===== config.mk =====
export PLATFORM = sky130hd
export DESIGN_NAME = r2_dif_butterfly
export DESIGN_NICKNAME = d
export VERILOG_FILES = /design/src/rtl/r2bf_pkg.sv /design/src/rtl/r2bf_addsub.sv /design/src/rtl/r2bf_cmul.sv /design/src/rtl/r2bf_round.sv /design/src/rtl/r2_dif_butterfly.sv
export SDC_FILE = /design/constraint.sdc
export NUM_CORES = 2
export LEC_CHECK = 0
export ABC_AREA = 1
export BUFFER_PORTS_ARGS = -buffer_cell sky130_fd_sc_hd__buf_2
export CAP_MARGIN = 30
export CORE_AREA = 2 2 318 320
export DETAILED_ROUTE_END_ITERATION = 6
export DIE_AREA = 0 0 320 322
export GPL_ROUTABILITY_DRIVEN = 0
export GPL_TIMING_DRIVEN = 0
export MAX_ROUTING_LAYER = met4
export SKIP_LAST_GASP = 1
export SLEW_MARGIN = 15
export SYNTH_ARGS = -nofsm -noshare
export SYNTH_HDL_FRONTEND = slang
export SYNTH_SLANG_ARGS = --single-unit

===== constraint.sdc =====
create_clock -name i_clk -period 31 [get_ports i_clk]
set_input_delay 3.1 -clock i_clk [delete_from_list [all_inputs] [get_ports i_clk]]
set_output_delay 3.1 -clock i_clk [all_outputs]
set_load 0.1 [all_outputs]

===== src/rtl/r2bf_pkg.sv =====
package r2bf_pkg;

  // Pass selector for the single-multiplier variant.
  typedef enum logic [1:0] {
    MP_SUM_RE = 2'd0,   // c_re * (d_re + d_im)
    MP_DIM_CS = 2'd1,   // d_im * (c_re + c_im)
    MP_DRE_CD = 2'd2    // d_re * (c_im - c_re)
  } mul_pass_e;

  // Width that holds every partial product of the complex multiply.
  function automatic int prod_w(input int iw, input int cw);
    return iw + cw + 3;
  endfunction

endpackage


===== src/rtl/r2bf_addsub.sv =====
module r2bf_addsub #(
  parameter int IW = 12
) (
  input  logic                  i_clk,
  input  logic                  i_en,
  input  logic [2*IW-1:0]       i_a,
  input  logic [2*IW-1:0]       i_b,
  output logic [2*(IW+1)-1:0]   o_sum,
  output logic [2*(IW+1)-1:0]   o_dif
);
  localparam int DW = IW + 1;

  // k = 1 is the real half, k = 0 the imaginary half
  for (genvar k = 0; k < 2; k++) begin : g_part
    logic signed [DW-1:0] a_x, b_x, sum_q, dif_q;
    assign a_x = DW'($signed(i_a[k*IW +: IW]));
    assign b_x = DW'($signed(i_b[k*IW +: IW]));
    always_ff @(posedge i_clk) begin
      if (i_en) begin
        sum_q <= a_x + b_x;
        dif_q <= a_x - b_x;
      end
    end
    assign o_sum[k*DW +: DW] = sum_q;
    assign o_dif[k*DW +: DW] = dif_q;
  end

endmodule


===== src/rtl/r2bf_cmul.sv =====
module r2bf_cmul import r2bf_pkg::*; #(
  parameter int IW    = 12,
  parameter int CW    = 12,
  parameter int CKPCE = 1
) (
  input  logic                              i_clk,
  input  logic                              i_en,
  input  logic signed [IW:0]                i_dre,
  input  logic signed [IW:0]                i_dim,
  input  logic signed [CW-1:0]              i_cre,
  input  logic signed [CW-1:0]              i_cim,
  output logic signed [prod_w(IW,CW)-1:0]   o_pre,
  output logic signed [prod_w(IW,CW)-1:0]   o_pim
);
  localparam int PW = prod_w(IW, CW);

  logic signed [PW-1:0] pre_nx, pim_nx;

  // Result register: captured on the enabled edge after the operands.
  always_ff @(posedge i_clk) begin
    if (i_en) begin
      o_pre <= pre_nx;
      o_pim <= pim_nx;
    end
  end

  if (CKPCE == 1) begin : g_three_mul
    logic signed [PW-1:0] dre_w, dim_w, dsum_w, cre_w, cim_w, csum_w, cdif_w;
    logic signed [PW-1:0] t1, t2, t3;
    assign dre_w  = PW'(i_dre);
    assign dim_w  = PW'(i_dim);
    assign cre_w  = PW'(i_cre);
    assign cim_w  = PW'(i_cim);
    assign dsum_w = dre_w + dim_w;
    assign csum_w = cre_w + cim_w;
    assign cdif_w = cim_w - cre_w;
    assign t1 = cre_w * dsum_w;
    assign t2 = dim_w * csum_w;
    assign t3 = dre_w * cdif_w;
    assign pre_nx = t1 - t2;
    assign pim_nx = t1 + t3;
  end else if (CKPCE == 2) begin : g_two_mul
    logic                 ph_q;      // high on the clock right after an enable
    logic signed [PW-1:0] dre_w, dim_w, cre_w, cim_w, m0, m1, pa_q;
    assign dre_w = PW'(i_dre);
    assign dim_w = PW'(i_dim);
    assign cre_w = PW'(i_cre);
    assign cim_w = PW'(i_cim);
    always_ff @(posedge i_clk) ph_q <= i_en;
    // first clock: real products; following clock: cross products
    assign m0 = dre_w * (ph_q ? cre_w : cim_w);
    assign m1 = dim_w * (ph_q ? cim_w : cre_w);
    always_ff @(posedge i_clk) begin
      if (ph_q) pa_q <= m0 - m1;
    end
    assign pre_nx = pa_q;
    assign pim_nx = m0 + m1;
  end else begin : g_one_mul
    mul_pass_e            pass_q;
    logic signed [PW-1:0] dre_w, dim_w, dsum_w, cre_w, cim_w, csum_w, cdif_w;
    logic signed [PW-1:0] x_m, y_m, m, t1_q, t2_q;
    assign dre_w  = PW'(i_dre);
    assign dim_w  = PW'(i_dim);
    assign cre_w  = PW'(i_cre);
    assign cim_w  = PW'(i_cim);
    assign dsum_w = dre_w + dim_w;
    assign csum_w = cre_w + cim_w;
    assign cdif_w = cim_w - cre_w;

    always_ff @(posedge i_clk) begin
      if (i_en) pass_q <= MP_SUM_RE;
      else begin
        case (pass_q)
          MP_SUM_RE: pass_q <= MP_DIM_CS;
          MP_DIM_CS: pass_q <= MP_DRE_CD;
          default:   pass_q <= MP_DRE_CD;
        endcase
      end
    end

    always_comb begin
      case (pass_q)
        MP_SUM_RE: begin x_m = dsum_w; y_m = cre_w;  end
        MP_DIM_CS: begin x_m = dim_w;  y_m = csum_w; end
        default:   begin x_m = dre_w;  y_m = cdif_w; end
      endcase
    end
    assign m = x_m * y_m;

    always_ff @(posedge i_clk) begin
      if (pass_q == MP_SUM_RE) t1_q <= m;
      if (pass_q == MP_DIM_CS) t2_q <= m;
    end
    assign pre_nx = t1_q - t2_q;
    assign pim_nx = t1_q + m;
  end

endmodule


===== src/rtl/r2bf_round.sv =====
module r2bf_round #(
  parameter int IN_W  = 13,
  parameter int DROP  = 1,
  parameter int OUT_W = 12
) (
  input  logic signed [IN_W-1:0] i_x,
  output logic [OUT_W-1:0]       o_y
);
  localparam logic [DROP-1:0] HALF = DROP'(1) << (DROP - 1);

  logic [DROP-1:0] frac;
  logic            up;

  assign frac = i_x[DROP-1:0];
  // above half rounds up; exactly half rounds toward an even kept value
  assign up   = (frac > HALF) || ((frac == HALF) && i_x[DROP]);
  assign o_y  = OUT_W'(i_x >>> DROP) + OUT_W'(up);

endmodule


===== src/rtl/r2_dif_butterfly.sv =====
module r2_dif_butterfly import r2bf_pkg::*; #(
  parameter int IW    = 12,
  parameter int CW    = 12,
  parameter int OW    = 12,
  parameter int SHIFT = 0,
  parameter int CKPCE = 1
) (
  input  logic            i_clk,
  input  logic            i_rst,
  input  logic            i_en,
  input  logic            i_sync,
  input  logic [2*IW-1:0] i_a,
  input  logic [2*IW-1:0] i_b,
  input  logic [2*CW-1:0] i_coef,
  output logic [2*OW-1:0] o_sum,
  output logic [2*OW-1:0] o_dif,
  output logic            o_sync
);
  localparam int DW     = IW + 1;
  localparam int PW     = prod_w(IW, CW);
  localparam int DROP_S = IW + 1 - OW - SHIFT;
  localparam int DROP_P = DROP_S + CW - 2;

  // stage 1: sum / difference, coefficient alignment
  logic [2*DW-1:0] sum_s1, dif_s1;
  logic [2*CW-1:0] coef_s1;
  logic            sync_s1, sync_s2;

  r2bf_addsub #(.IW(IW)) u_addsub (
    .i_clk (i_clk),
    .i_en  (i_en),
    .i_a   (i_a),
    .i_b   (i_b),
    .o_sum (sum_s1),
    .o_dif (dif_s1)
  );

  always_ff @(posedge i_clk) begin
    if (i_en) coef_s1 <= i_coef;
  end

  // stage 2: complex product, sum delayed to match
  logic signed [PW-1:0] prod_s2 [2];
  logic [2*DW-1:0]      sum_s2;

  r2bf_cmul #(.IW(IW), .CW(CW), .CKPCE(CKPCE)) u_cmul (
    .i_clk (i_clk),
    .i_en  (i_en),
    .i_dre (dif_s1[DW +: DW]),
    .i_dim (dif_s1[0 +: DW]),
    .i_cre (coef_s1[CW +: CW]),
    .i_cim (coef_s1[0 +: CW]),
    .o_pre (prod_s2[1]),
    .o_pim (prod_s2[0])
  );

  always_ff @(posedge i_clk) begin
    if (i_en) sum_s2 <= sum_s1;
  end

  // stage 3: rounding into the output registers
  logic [2*OW-1:0] sum_rnd, dif_rnd;

  for (genvar k = 0; k < 2; k++) begin : g_rnd
    r2bf_round #(.IN_W(DW), .DROP(DROP_S), .OUT_W(OW)) u_rnd_sum (
      .i_x (sum_s2[k*DW +: DW]),
      .o_y (sum_rnd[k*OW +: OW])
    );
    r2bf_round #(.IN_W(PW), .DROP(DROP_P), .OUT_W(OW)) u_rnd_dif (
      .i_x (prod_s2[k]),
      .o_y (dif_rnd[k*OW +: OW])
    );
  end

  always_ff @(posedge i_clk) begin
    if (i_en) begin
      o_sum <= sum_rnd;
      o_dif <= dif_rnd;
    end
  end

  // sync pipeline: the only state with a reset
  always_ff @(posedge i_clk) begin
    if (i_rst) begin
      sync_s1 <= 1'b0;
      sync_s2 <= 1'b0;
      o_sync  <= 1'b0;
    end else if (i_en) begin
      sync_s1 <= i_sync;
      sync_s2 <= sync_s1;
      o_sync  <= sync_s2;
    end
  end

  // nothing at the outputs moves on a non-enabled clock
  assert_idle_hold_R6: assert property (@(posedge i_clk) disable iff (i_rst)
    (!$past(i_rst) && !$past(i_en)) |-> ($stable(o_sum) && $stable(o_dif) && $stable(o_sync)))
    else $error("outputs changed without enable");

  // a sync can only appear after an enabled edge
  assert_sync_on_enable_R7: assert property (@(posedge i_clk) disable iff (i_rst)
    $rose(o_sync) |-> $past(i_en))
    else $error("sync rose without enable");

  // reset leaves the sync output low
  assert_reset_clears_sync_R8: assert property (@(posedge i_clk)
    i_rst |=> !o_sync)
    else $error("sync high after reset");

  if (CKPCE >= 2) begin : g_chk_gap1
    // caller keeps one idle clock after every enable
    assert_enable_gap_R10: assert property (@(posedge i_clk) disable iff (i_rst)
      i_en |=> !i_en)
      else $error("enable spacing below one idle clock");
  end
  if (CKPCE >= 3) begin : g_chk_gap2
    // caller keeps two idle clocks after every enable
    assert_enable_gap_R11: assert property (@(posedge i_clk) disable iff (i_rst)
      i_en |-> ##2 !i_en)
      else $error("enable spacing below two idle clocks");
  end

endmodule


==> results.py <==
metrics = {
    "logic_synthesis": {
        "syn_area_sq_um": 29600,
        "netlist.area_leader.share_pct": 33.0,
        "synth_top_area_cell": "fa_1",
        "yosys_most_used_dff": "edfxtp_1",
        "synth.area.top_cells": "fa_1 33%, edfxtp_1 20%, ha_1 11%",
        "synth-edff-count": 194,
        "synth-async-reset-ratio_pct": 0,
        "ys_seq_area_share_pct": 19.9,
        "synth_seq_cells": 197,
        "syn_nets": 4082,
        "synth.distinct_cells": 56,
        "synth_most_common_cell": "inv_1",
        "yosysWarnings": 0,
        "avgSynthCellArea_sq_um": 9.12,
        "synth_common_cells": "830 x inv_1, 488 x fa_1, 476 x nand2_1",
        "syn_inst": 3246,
    },
    "clock_network": {
        "clkSinkCount": 197,
        "numCtsBuffers": 17,
        "cts_hold_buf": 0,
        "clk_latency_ns": 0.53,
        "cts_tree": "yes",
        "cts_root_buf": "clkbuf_16",
        "clk_pin_slew_ns": 0.08,
        "cts_max_level": 4,
        "post-cts-setup-buffer-count": 0,
        "clk_path_buf_depth": 2,
        "ctsResizeCount": 0,
    },
    "layout": {
        "utilization_pct": 32.7,
        "n_fill_cell": 10300,
        "areaGrowthSynthToFinish_pct": 10.0,
        "nets": 4233,
        "drive_gt1_share_pct": 7.77,
        "finalNonFillerCells": 4709,
    },
    "critical_path": {
        "crit_top_cell": "inv_1",
        "path_class": "reg2reg",
        "path_max_fanout": 8,
        "endpoint_kind": "register",
        "slowest_delay_ns": 0.83,
        "cp.required_ns": 31.25,
        "slowest_stage": "xnor2_1",
        "critPathLaunchType": "register",
        "arrival_ns": 14.54,
    },
    "global_routing": {
        "met1_usage_pct": 20.3,
        "use_met2_pct": 23.4,
        "grt_pass1_vias": 21600,
        "met3_usage_pct": 3.23,
        "grt_overflow": 0,
        "grt_most_used_layer": "met2",
        "grt_use_total_pct": 15.7,
        "grt_max_degree": 108,
        "antenna_found_initial": 1,
        "grt_pass1_wl_um": 120000,
    },
    "sta": {
        "maxSlewViolCount": 0,
        "setup_viol": 0,
        "fmax_ghz": 0.0700,
        "fin_skew_ns": 0.0521,
        "period_share_pct": 46.1,
        "setup_tns_ns": 0,
        "hold_viol_final": 0,
        "tightest_slew_ns": 1.13,
        "max_slew_margin_pct": 24.2,
        "period_needed_ns": 14.29,
        "hold_ws_ns": 0.424,
        "rsz0062_at_grt": "no",
    },
    "placement": {
        "port_buffers": 124,
        "dp.cells": 4674,
        "hpwl_um": 65400,
    },
    "floorplan": {
        "core_sq_um": 99600,
        "dieHeight_um": 322,
        "initial_core_util_pct": 29.7,
        "rows": 116,
        "die_w_um": 320,
        "die_area_sq_um": 103000,
        "io_pins": 125,
    },
    "routing": {
        "drc": 0,
        "wl_um": 76600,
        "drt_iter0_drc": 1260,
        "drtAntennaViolNets": 0,
        "firstDrtPassIters": 5,
        "wl_per_cell_um": 16.3,
        "num_vias": 21200,
        "avgViaCountPerCell": 4.51,
    },
    "job": {
        "drv_cap": 0,
    },
    "run_status": {
        "status": "finished clean",
    },
    "worst_hold_path": {
        "hp-class": "reg2reg",
    },
}
[final timing paths]
path,slack [ns],start,cells after the start,endpoint
worst max-delay path,16.71,u_addsub.g_part[1].dif_q[1]$_DFFE_PP_,49,u_cmul.o_pre[22]$_DFFE_PP_
worst min-delay path,0.42,u_addsub.g_part[1].sum_q[1]$_DFFE_PP_,0,sum_s2[14]$_DFFE_PP_
worst max register to register,16.71,u_addsub.g_part[1].dif_q[1]$_DFFE_PP_,49,u_cmul.o_pre[22]$_DFFE_PP_
worst min register to register,0.42,u_addsub.g_part[1].sum_q[1]$_DFFE_PP_,0,sum_s2[14]$_DFFE_PP_
[per-stage QoR]
| stage | setup WS, ns | cell area, sq um |
|---|---|---|
| final | 16.71 | 32600 |
| after global routing | 16.32 | 32600 |
| after CTS | 16.92 | 32600 |
| after detailed placement | 16.94 | 31900 |
| after global placement | 16.70 | 31800 |
| after floorplan | 19.91 | 29600 |
[kinds of logic (layout without fill, tap and decap cells)]
family	after synthesis	after routing	share of synthesized area, %
AND/OR/NAND/NOR	951	951	13.7
buffers and inverters	912	1076	11.7
adder cells (fa/ha/maj)	760	760	44.5
AO/OA/AOI/OAI	252	252	5.08
flip-flops	197	197	19.9
XOR/XNOR	174	174	5.17
other	0	1	0
[final cells by class]
cell class	instances	area [sq um]	area share [%]
multi-input cells	2137	20300	62.2
flip-flops and latches	197	5890	18.1
inverters	857	3220	9.89
well taps	1298	1620	4.99
repair buffers	132	731	2.24
clock buffers	18	429	1.32
plain buffers	55	248	0.760
clock inverters	14	185	0.568
diodes	1	2.50	0.00768
[sequential cells by signal, indices dropped and copies added, names as in the netlist]
register and cells:
u_cmul.o_pre 23, o_dif 24, o_sum 24, u_addsub.g_part.dif_q 26, sync_s1 1, sync_s2 1
sum_s2 26, coef_s1 24, u_cmul.o_pim 23, u_addsub.g_part.sum_q 24, o_sync 1
[per-layer routing]
metal / routed length [um] / part of all wire, %
met5: 0 / 0
met4: 3720 / 4.9
met2: 33800 / 44
met3: 5080 / 6.6
met1: 34000 / 44
[critical path, delay by kind of cell, from the launching register on]
kind                     cells  cell delay (ns)
XOR/XNOR                     2             1.58
flip-flops                   1             0.72
AO/OA/AOI/OAI                9             1.85
adder cells (fa/ha/maj)     14             6.73
AND/OR/NAND/NOR             10             1.51
buffers and inverters       14             1.65
[cell usage in the layout (no fill, tap or decap), types with 23 or more instances in the layout]
| master | synthesis | routed |
|---|---|---|
| clkbuf_1 | 42 | 43 |
| inv_1 | 830 | 830 |
| nand2_1 | 476 | 476 |
| buf_2 | 6 | 129 |
| nand4_1 | 23 | 23 |
| nand2_2 | 23 | 23 |
| xor2_1 | 128 | 128 |
| o21ai_0 | 32 | 32 |
| nand3_1 | 65 | 65 |
| a21oi_1 | 125 | 125 |
| fa_1 | 488 | 488 |
| xnor2_1 | 45 | 45 |
| edfxtp_1 | 194 | 194 |
| ha_1 | 272 | 272 |
| nor2_1 | 290 | 290 |
Power is not shown: default switching activity piles up to over one toggle a cycle in this logic, so the estimate is an artifact.
